[config.mk]
export PLATFORM = sky130hd
export DESIGN_NAME = fifo_rd_seq
export DESIGN_NICKNAME = d
export VERILOG_FILES = /design/src/rtl/fifo_rd_seq_pkg.sv /design/src/rtl/fifo_rd_sync.sv /design/src/rtl/fifo_rd_outbuf.sv /design/src/rtl/fifo_rd_seq.sv
export SDC_FILE = /design/constraint.sdc
export NUM_CORES = 1
export LEC_CHECK = 0
export BUFFER_PORTS_ARGS = -buffer_cell sky130_fd_sc_hd__buf_2
export CORE_ASPECT_RATIO = 0.5
export CORE_UTILIZATION = 50
export CTS_BUF_LIST = sky130_fd_sc_hd__clkbuf_8
export CTS_CLUSTER_DIAMETER = 200
export CTS_CLUSTER_SIZE = 20
export DETAILED_ROUTE_END_ITERATION = 10
export MAX_ROUTING_LAYER = met4
export PLACE_DENSITY = 0.77
export REMOVE_ABC_BUFFERS = 1
export SLEW_MARGIN = 10
export SYNTH_ARGS = -nofsm -noshare
export SYNTH_HDL_FRONTEND = slang
export SYNTH_HIERARCHICAL = 1
export SYNTH_SLANG_ARGS = --single-unit
[constraint.sdc]
create_clock -name clk -period 4.2 [get_ports clk]
set_clock_uncertainty 0.1 [all_clocks]
set_input_delay 0.21 -clock clk [delete_from_list [all_inputs] [get_ports clk]]
set_output_delay 0.21 -clock clk [all_outputs]
set_load 0.03 [all_outputs]
[src/rtl/fifo_rd_seq_pkg.sv]
`timescale 1ns/1ps
package fifo_rd_seq_pkg;
    typedef enum logic [2:0] {
        S_IDLE  = 3'd0,
        S_SETUP = 3'd1,
        S_OE    = 3'd2,
        S_CHECK = 3'd3,
        S_LOW   = 3'd4,
        S_HIGH  = 3'd5,
        S_HOLD  = 3'd6
    } seq_state_e;
endpackage

[src/rtl/fifo_rd_sync.sv]
`timescale 1ns/1ps
module fifo_rd_sync #(
    parameter int  STAGES  = 2,
    parameter bit  RST_VAL = 1'b1
) (
    input  logic clk,
    input  logic rst_n,
    input  logic d_async,
    output logic d_sync
);
    logic [STAGES-1:0] sh_q, sh_d;

    always_comb begin
        sh_d = {sh_q[STAGES-2:0], d_async};
    end

    always_ff @(posedge clk) begin
        if (!rst_n) sh_q <= {STAGES{RST_VAL}};
        else        sh_q <= sh_d;
    end

    assign d_sync = sh_q[STAGES-1];
endmodule

[src/rtl/fifo_rd_outbuf.sv]
`timescale 1ns/1ps
module fifo_rd_outbuf #(
    parameter int DW = 16
) (
    input  logic          clk,
    input  logic          rst_n,
    input  logic          cap,
    input  logic [DW-1:0] din,
    input  logic          ready,
    output logic          valid,
    output logic [DW-1:0] dout
);
    logic          valid_q, valid_d;
    logic [DW-1:0] data_q, data_d;

    always_comb begin
        valid_d = valid_q;
        data_d  = data_q;
        if (cap) begin
            valid_d = 1'b1;
            data_d  = din;
        end else if (ready) begin
            valid_d = 1'b0;
        end
    end

    always_ff @(posedge clk) begin
        if (!rst_n) begin
            valid_q <= 1'b0;
            data_q  <= '0;
        end else begin
            valid_q <= valid_d;
            data_q  <= data_d;
        end
    end

    assign valid = valid_q;
    assign dout  = data_q;

    // a held word stays unchanged until it is taken
    p_hold_word_r8: assert property (@(posedge clk) disable iff (!rst_n)
        (valid_q && !ready) |=> (valid_q && $stable(data_q)));
endmodule

[src/rtl/fifo_rd_seq.sv]
`timescale 1ns/1ps
module fifo_rd_seq
    import fifo_rd_seq_pkg::*;
#(
    parameter int DW          = 16,
    parameter int ADDR_W      = 2,
    parameter int LEN_W       = 8,
    parameter int T_W         = 4,
    parameter int SYNC_STAGES = 2
) (
    input  logic              clk,
    input  logic              rst_n,
    input  logic              start,
    input  logic [LEN_W-1:0]  burst_len,
    input  logic [ADDR_W-1:0] fifo_sel,
    input  logic [T_W-1:0]    t_setup,
    input  logic [T_W-1:0]    t_low,
    input  logic [T_W-1:0]    t_high,
    input  logic [T_W-1:0]    t_sample,
    input  logic [T_W-1:0]    t_hold,
    input  logic              fifo_empty,
    input  logic [DW-1:0]     fifo_data,
    output logic [ADDR_W-1:0] fifo_addr,
    output logic              cs_n,
    output logic              oe_n,
    output logic              rd_n,
    output logic              m_valid,
    output logic [DW-1:0]     m_data,
    input  logic              m_ready,
    output logic              busy,
    output logic              done,
    output logic [LEN_W-1:0]  words_read
);
    localparam logic [T_W-1:0]   T_ONE = T_W'(1);
    localparam logic [LEN_W-1:0] L_ONE = LEN_W'(1);

    typedef struct packed {
        seq_state_e        st;
        logic [T_W-1:0]    cnt;
        logic [LEN_W-1:0]  words;
        logic [LEN_W-1:0]  len;
        logic [ADDR_W-1:0] addr;
        logic              cs_n;
        logic              oe_n;
        logic              rd_n;
        logic              done;
    } seq_t;

    seq_t q, d;
    logic empty_s;
    logic cap;

    function automatic logic [T_W-1:0] min1(input logic [T_W-1:0] v);
        return (v == '0) ? T_ONE : v;
    endfunction

    logic [T_W-1:0] e_setup, e_low, e_high, e_samp, e_hold, e_lowlen;
    assign e_setup  = min1(t_setup);
    assign e_low    = min1(t_low);
    assign e_high   = min1(t_high);
    assign e_samp   = min1(t_sample);
    assign e_hold   = min1(t_hold);
    assign e_lowlen = (e_low > e_samp) ? e_low : e_samp;

    fifo_rd_sync #(.STAGES(SYNC_STAGES), .RST_VAL(1'b1)) u_empty_sync (
        .clk     (clk),
        .rst_n   (rst_n),
        .d_async (fifo_empty),
        .d_sync  (empty_s)
    );

    assign cap = (q.st == S_LOW) && (q.cnt == e_samp);

    fifo_rd_outbuf #(.DW(DW)) u_outbuf (
        .clk   (clk),
        .rst_n (rst_n),
        .cap   (cap),
        .din   (fifo_data),
        .ready (m_ready),
        .valid (m_valid),
        .dout  (m_data)
    );

    always_comb begin
        d      = q;
        d.done = 1'b0;
        case (q.st)
            S_IDLE: begin
                if (start) begin
                    d.st    = S_SETUP;
                    d.addr  = fifo_sel;
                    d.len   = (burst_len == '0) ? L_ONE : burst_len;
                    d.words = '0;
                    d.cs_n  = 1'b0;
                    d.cnt   = T_ONE;
                end
            end
            S_SETUP: begin
                if (q.cnt >= e_setup) begin
                    d.st   = S_OE;
                    d.oe_n = 1'b0;
                    d.cnt  = T_ONE;
                end else d.cnt = q.cnt + T_ONE;
            end
            S_OE: begin
                if (q.cnt >= e_setup) d.st = S_CHECK;
                else                  d.cnt = q.cnt + T_ONE;
            end
            S_CHECK: begin
                if (empty_s) begin
                    d.st   = S_HOLD;
                    d.oe_n = 1'b1;
                    d.cnt  = T_ONE;
                end else if (!m_valid) begin
                    d.st   = S_LOW;
                    d.rd_n = 1'b0;
                    d.cnt  = T_ONE;
                end
            end
            S_LOW: begin
                if (q.cnt >= e_lowlen) begin
                    d.st    = S_HIGH;
                    d.rd_n  = 1'b1;
                    d.cnt   = T_ONE;
                    d.words = q.words + L_ONE;
                end else d.cnt = q.cnt + T_ONE;
            end
            S_HIGH: begin
                if (q.cnt >= e_high) begin
                    if (q.words == q.len) begin
                        d.st   = S_HOLD;
                        d.oe_n = 1'b1;
                        d.cnt  = T_ONE;
                    end else d.st = S_CHECK;
                end else d.cnt = q.cnt + T_ONE;
            end
            S_HOLD: begin
                if (q.cnt >= e_hold) begin
                    d.st   = S_IDLE;
                    d.cs_n = 1'b1;
                    d.done = 1'b1;
                end else d.cnt = q.cnt + T_ONE;
            end
            default: d.st = S_IDLE;
        endcase
    end

    always_ff @(posedge clk) begin
        if (!rst_n) begin
            q.st    <= S_IDLE;
            q.cnt   <= '0;
            q.words <= '0;
            q.len   <= '0;
            q.addr  <= '0;
            q.cs_n  <= 1'b1;
            q.oe_n  <= 1'b1;
            q.rd_n  <= 1'b1;
            q.done  <= 1'b0;
        end else begin
            q <= d;
        end
    end

    assign fifo_addr  = q.addr;
    assign cs_n       = q.cs_n;
    assign oe_n       = q.oe_n;
    assign rd_n       = q.rd_n;
    assign busy       = (q.st != S_IDLE);
    assign done       = q.done;
    assign words_read = q.words;

    // a strobe only while the slave is selected and driving
    p_rd_qualified_r6: assert property (@(posedge clk) disable iff (!rst_n)
        !rd_n |-> (!cs_n && !oe_n));
    // address steady for as long as chip select stays low
    p_addr_steady_r6: assert property (@(posedge clk) disable iff (!rst_n)
        (!cs_n && $past(!cs_n)) |-> $stable(fifo_addr));
    // output enable already on in the cycle before a strobe falls
    p_oe_before_rd_r2: assert property (@(posedge clk) disable iff (!rst_n)
        $fell(rd_n) |-> $past(!oe_n));
    // no strobe starts while a captured word is still held
    p_no_strobe_held_r8: assert property (@(posedge clk) disable iff (!rst_n)
        $fell(rd_n) |-> !$past(m_valid));
    // done only once every slave control is released
    p_done_released_r9: assert property (@(posedge clk) disable iff (!rst_n)
        done |-> (cs_n && oe_n && rd_n && !busy));
endmodule

# Yosys cells after proc, flatten, opt, wreduce, memory -nomap -nowiden
# Index checks and enable logic that the tools add are counted.
# totals
reg_bits,48
latchBits,0
ramBits,0
rom_bits,0
output_inout_bits,32
word_cells,104
mem_count,0
# op_classes
add_sub_neg,2
mul,0
div_mod_pow,0
magnitude_cmp,5
eq_ne,22
shift,0
muxes,40
bitwise_logic,0
reduce_logical,23
# op_table
op,count
two-way mux 4 bit,12
case mux 4 bit (7 select lines),1
two-way mux 26 bit,1
case mux 3 bit (7 select lines),1
logical NOT 4 bit,5
"!= test 2 bit, second input constant",10
two-way mux 3 bit,6
>= comparator 4 bit,4
two-way mux 8 bit,2
case mux 8 bit (2 select lines),1
two-way mux 7 bit,2
two-way mux 1 bit,11
"== test 3 bit, second input constant",3
"adder 8 x 1 -> 8 bit, second input constant",1
== test 8 bit,1
logical NOT 8 bit,1
nonzero test 2 bit,4
AND reduction 7 bit,1
nonzero test 7 bit,1
"== test 3 x 2 -> 1 bit, second input constant",2
"!= test 3 bit, second input constant",2
AND reduction 3 bit,2
AND reduction 6 bit,1
nonzero test 3 bit,2
12 further kinds,15

# Logic depth before layout (Yosys ltp)
# depth
depth_word,7
mapped_depth,19

# Modules after synthesis
# Netlist, hierarchy kept.
# by_module_without_submodules
module,n_inst,cells_each,area_per_inst_um2,seq_area_each_um2
fifo_rd_seq,1,276,2217.1,580.6
fifo_rd_outbuf,1,54,649.4,340.3
fifo_rd_sync,1,4,52.6,40.0

# Worst setup path before layout
# Ideal clock, no wire load.
# synth_timing
kind,input port to flip-flop
start,in t_sample[3]
end,reg q[23] (netlist bit)
setup_time_ns,0.066
t_arrival_ns,3.172
required_ns,4.034
path_slack_ns,0.862
stages,19
path_buffers,0
cell_sequence,inv_1 a31oi_1 inv_1 ha_1 nor2b_1 o21ai_0 nand2b_1 a21oi_1 a41o_1 nor3_1 a21oi_1 ha_1 nand2b_1 a2111oi_2 nor2_1 o2bb2ai_1 nor3_1 or3b_1 a21oi_2
# synth_via
elab_chain_len,7
# synth_rtl
item,line_no,text
from (decl),fifo_rd_seq.sv:19,"input logic [T_W-1:0] t_sample,"
logical NOT 4 bit,fifo_rd_seq.sv:54,return (v == '0) ? T_ONE : v;
two-way mux 4 bit *,fifo_rd_seq.sv:54,
> comparator 4 bit,fifo_rd_seq.sv:63,assign e_lowlen = (e_low > e_samp) ? e_low : e_samp;
two-way mux 4 bit *,fifo_rd_seq.sv:63,
>= comparator 4 bit *,fifo_rd_seq.sv:121,if (q.cnt >= e_lowlen) begin
two-way mux 4 bit *,fifo_rd_seq.sv:121,
case mux 4 bit (7 select lines) *,fifo_rd_seq.sv:87,case (q.st)
to (decl),fifo_rd_seq.sv:49,"seq_t q, d;"
# Every way passes the cells marked *; elsewhere a longest branch is shown, timed or not.
# A chain may end at the register's enable or synchronous reset.

# Worst setup path after layout
# Ends and elaborated chain as after synthesis.

==> summary.txt <==
Global routing
  – Largest net degree at the start of global routing: 30
  – Initial antenna violation count: 0
  – Vias in the first global route: around 2400
  – GRT Overall Usage: 0.217
  – First-pass GRT wire length: ~10000 um
  – Total gr overflow: 0

Yosys
  – Distinct cells, synth: between 50 and 60
  – Share of the synthesized area in the top cell type: 0.329
  – Sequential-to-total area share from yosys stat: 0.329
  – Register bit total from synthesis: 48
  – Number of enable flip-flop cells after synthesis: 0
  – Number of synthesis warnings: 6
  – Count leader, synth: dfxtp_1
  – Commonest register cell after synthesis: dfxtp_1
  – Post-synth top area cell: dfxtp_1
  – Synthesized area: approximately 2900 um2
  – Mapped Avg Cell Area: between 8 and 9 um2
  – Gate Count Post-Synth: 334
  – Most frequent cells after synthesis: 48 x dfxtp_1, 33 x nand2_1, 22 x ha_1, 22 x nor2_1
  – Area contributors post-synth: dfxtp_1 33%, ha_1 9.4%, mux2i_1 6.5%, nor2b_1 4.5%, nand2_1 4.2%
  – Asr flop ratio synth: 0

Worst setup path
  – Critical path type: input port to register
  – CP Cell Sequence: buf_2 -> inv_1 -> a31oi_1 -> inv_1 -> ha_1 -> nor2b_1 -> o21ai_0 -> nand2b_1 -> a21oi_1 -> a41o_1 -> nor3_1 -> a21oi_1 -> ha_1 -> nand2b_1 -> a2111oi_2 -> nor2_1 -> o2bb2ai_1 -> nor3_1 -> or3b_1 -> a21oi_2
  – Worst Path Max Fanout: 5
  – Worst path top cell family by delay: compound AO/OA/AOI/OAI gates
  – Crit path max-delay cell type: a2111oi_2
  – Kind of start point of the critical path: input port
  – Critical Path Max Stage Delay: around 0.45 ns
  – CP Buf/Inv Count: 3
  – Crit end category: register
  – Data arrival, critical path: ~3.7 ns
  – CP Data Required Time: 4.32 ns

Power
  – Logic pwr share: 0.337
  – P_sw: 0.486 mW
  – Power Total: between 1 and 1.5 mW
  – Sw Ratio: 0.354
  – P_int: 0.886 mW
  – Clock power share: 0.258
  – Seq pwr share: 0.405
  – Pleak: 1.51 nW
  – Maximum vdd drop: 0.000196 V
  – PwrDens: 406 nW/um2

Place
  – PortBufs: 82
  – GPL Wtd Cong: 0.908
  – DP Worst Slack: 0.356 ns
  – Dpl hpwl: between 4000 and 5000 um
  – Dpl cell area: 3250 um2
  – Cell count after placement: ~470

Finish
  – Fin cells: 475
  – N_diodes: 0
  – Layout fillers: 489
  – Nets: 474
  – Final non-filler cell area: 3380 um2
  – Share of layout cells above drive strength 1: 0.266
  – P&R area growth vs syn: 15.8%

Timing
  – Setup TNS: 0 ns
  – Fin. max-slew vios: 0
  – Fmax: 282 MHz
  – Fin crit share: 0.845
  – Worst slew pin tran: 0.589 ns
  – Final setup fails: 0
  – Endpoints failing hold: 0
  – Worst Setup Slack, final: 0.651 ns
  – Rel. slew slack: 0.607
  – Fin crit period: 3.55 ns
  – RSZ-0062 raised after global routing: no

Floorplan
  – Die area: 6170 um2
  – Die Y: 56.0 um
  – Chip width: 110 um
  – I/O pin count: a little over 80
  – Initial core utilization: 0.525
  – Row Count: 19
  – Core Region: around 5600 um2

Route
  – Drt total wl: 6320 um
  – DR vias: ~2500
  – Iteration-0 DRC Markers: 93
  – Wirelength per Cell: about 13 um
  – Antenna Nets Post-Route: 0
  – DRC Markers: 0
  – Pre-antenna DRT Iters: 4
  – Via/cell ratio: 5.36

Clock tree
  – # clock sinks: 48
  – TritonCTS clock tree: done
  – CTS-repair resized insts: 0
  – CTS Buf Count: 5
  – Htree depth: 2
  – Max clock buf depth: 2
  – Clk pin slew, worst setup/hold paths: 0.09 ns
  – Worst skew pair latency: around 0.30 ns
  – Root buffer cell: clkbuf_8

Min path
  – Hold/Removal Path Class: input port to register

Outcome
  – Outcome: complete, no violations

Job
  – Max_cap viols: 0
==> path summary, 6_finish.rpt <==
| check | cells after the start | to | start | slack, ns |
|---|---|---|---|---|
| max | 20 | q[23]$_SDFFE_PN0P_ | t_sample[3] | 0.65 |
| min reg2reg | 1 | u_empty_sync/sh_q[1]$_SDFF_PN1_ | u_empty_sync/sh_q[0]$_SDFF_PN1_ | 0.34 |
| max reg2reg | 9 | q[27]$_SDFFE_PN0P_ | q[22]$_SDFFE_PN0P_ | 1.40 |
| min | 3 | q[9]$_SDFFE_PN0P_ | burst_len[3] | 0.05 |
==> metal layers <==
metal | wire (um) | up-vias | part of all wire | GRT usage
li1 | - | 1288 | - | -
met1 | 2810 | 1160 | 0.44 | 0.264
met2 | 3070 | 94 | 0.48 | 0.371
met3 | 385 | 6 | 0.061 | 0.0375
met4 | 57 | 0 | 0.0090 | 0.0571
met5 | 0 | - | 0 | -
==> cell families (layout without fill, tap and decap cells) <==
| family | after synthesis | after routing | share of synthesized area |
|---|---|---|---|
| simple gates | 122 | 122 | 0.215 |
| compound gates | 63 | 63 | 0.156 |
| flops | 48 | 48 | 0.329 |
| buf+inv | 43 | 111 | 0.0883 |
| fa+ha+maj | 22 | 22 | 0.0943 |
| mux | 20 | 20 | 0.0690 |
| xor+xnor | 16 | 16 | 0.0480 |
==> layout make-up <==
class / instances / area (um2) / share of cell area
clock buffers: 6 / 82.6 / 0.0244
clock inverters: 2 / 38.8 / 0.0115
inverters: 19 / 71.3 / 0.0211
multi-input cells: 243 / 1710 / 0.505
flip-flops and latches: 48 / 961 / 0.284
well taps: 73 / 91.3 / 0.0270
repair buffers: 84 / 428 / 0.127
==> power groups by stage <==
stage	sequential [mW]	combinational, mW	clock [mW]
2_1_floorplan	0.565	0.330	0
3_3_place_gp	0.561	0.437	0
3_5_place_dp	0.565	0.457	0
4_1_cts	0.554	0.461	0.361
5_1_grt	0.564	0.515	0.379
6_report	0.555	0.462	0.354
==> state kept, by name, indices dropped and copies added, names as in the netlist <==
signal             count
cs_n                   1
done                   1
fifo_addr              2
oe_n                   1
q                     15
rd_n                   1
u_empty_sync/sh_q      2
u_outbuf/dout         16
u_outbuf/valid         1
words_read             8
==> through the flow <==
| step | util | hold slack [ns] |
|---|---|---|
| floorplan | - | 0.172 |
| global placement | 0.584 | 0.294 |
| detailed placement | 0.584 | 0.307 |
| CTS | 0.608 | 0.0486 |
| global route | 0.608 | 0.0637 |
| finish | 0.608 | 0.0542 |
==> what timing repair did <==
action | in CTS | in global routing
buffers inserted | 0 | 0
hold endpoints to repair | 1 | 0
hold buffers | 1 | 0
==> placed cells by master (no fill, tap or decap), types with 3 or more instances in the layout <==
| cell type | count |
|---|---|
| buf_2 | 82 |
| dfxtp_1 | 48 |
| nand2_1 | 33 |
| nor2_1 | 22 |
| ha_1 | 22 |
| nor2b_1 | 21 |
| a21oi_1 | 21 |
| mux2i_1 | 19 |
| inv_1 | 18 |
| xnor2_1 | 11 |
| nor3_1 | 10 |
| o21ai_0 | 9 |
| nand2b_1 | 7 |
| nand3_1 | 6 |
| clkbuf_8 | 6 |
| xor2_1 | 5 |
| nand4_1 | 5 |
| a31o_2 | 4 |
| and3_1 | 4 |
| o21bai_1 | 3 |
| a32o_1 | 3 |
==> worst reg2reg max path, cell delays in order, from the launching register on <==
cell and delay [ns]:
dfxtp_1 0.44, inv_1 0.18, ha_1 0.32, nand2b_4 0.12, a2111oi_4 0.07, nor3_2 0.40, nor3_1 0.10, nor3_1 0.49
o21ai_0 0.21, a31o_2 0.28
No activity file was read; power rests on OpenSTA's default activity.
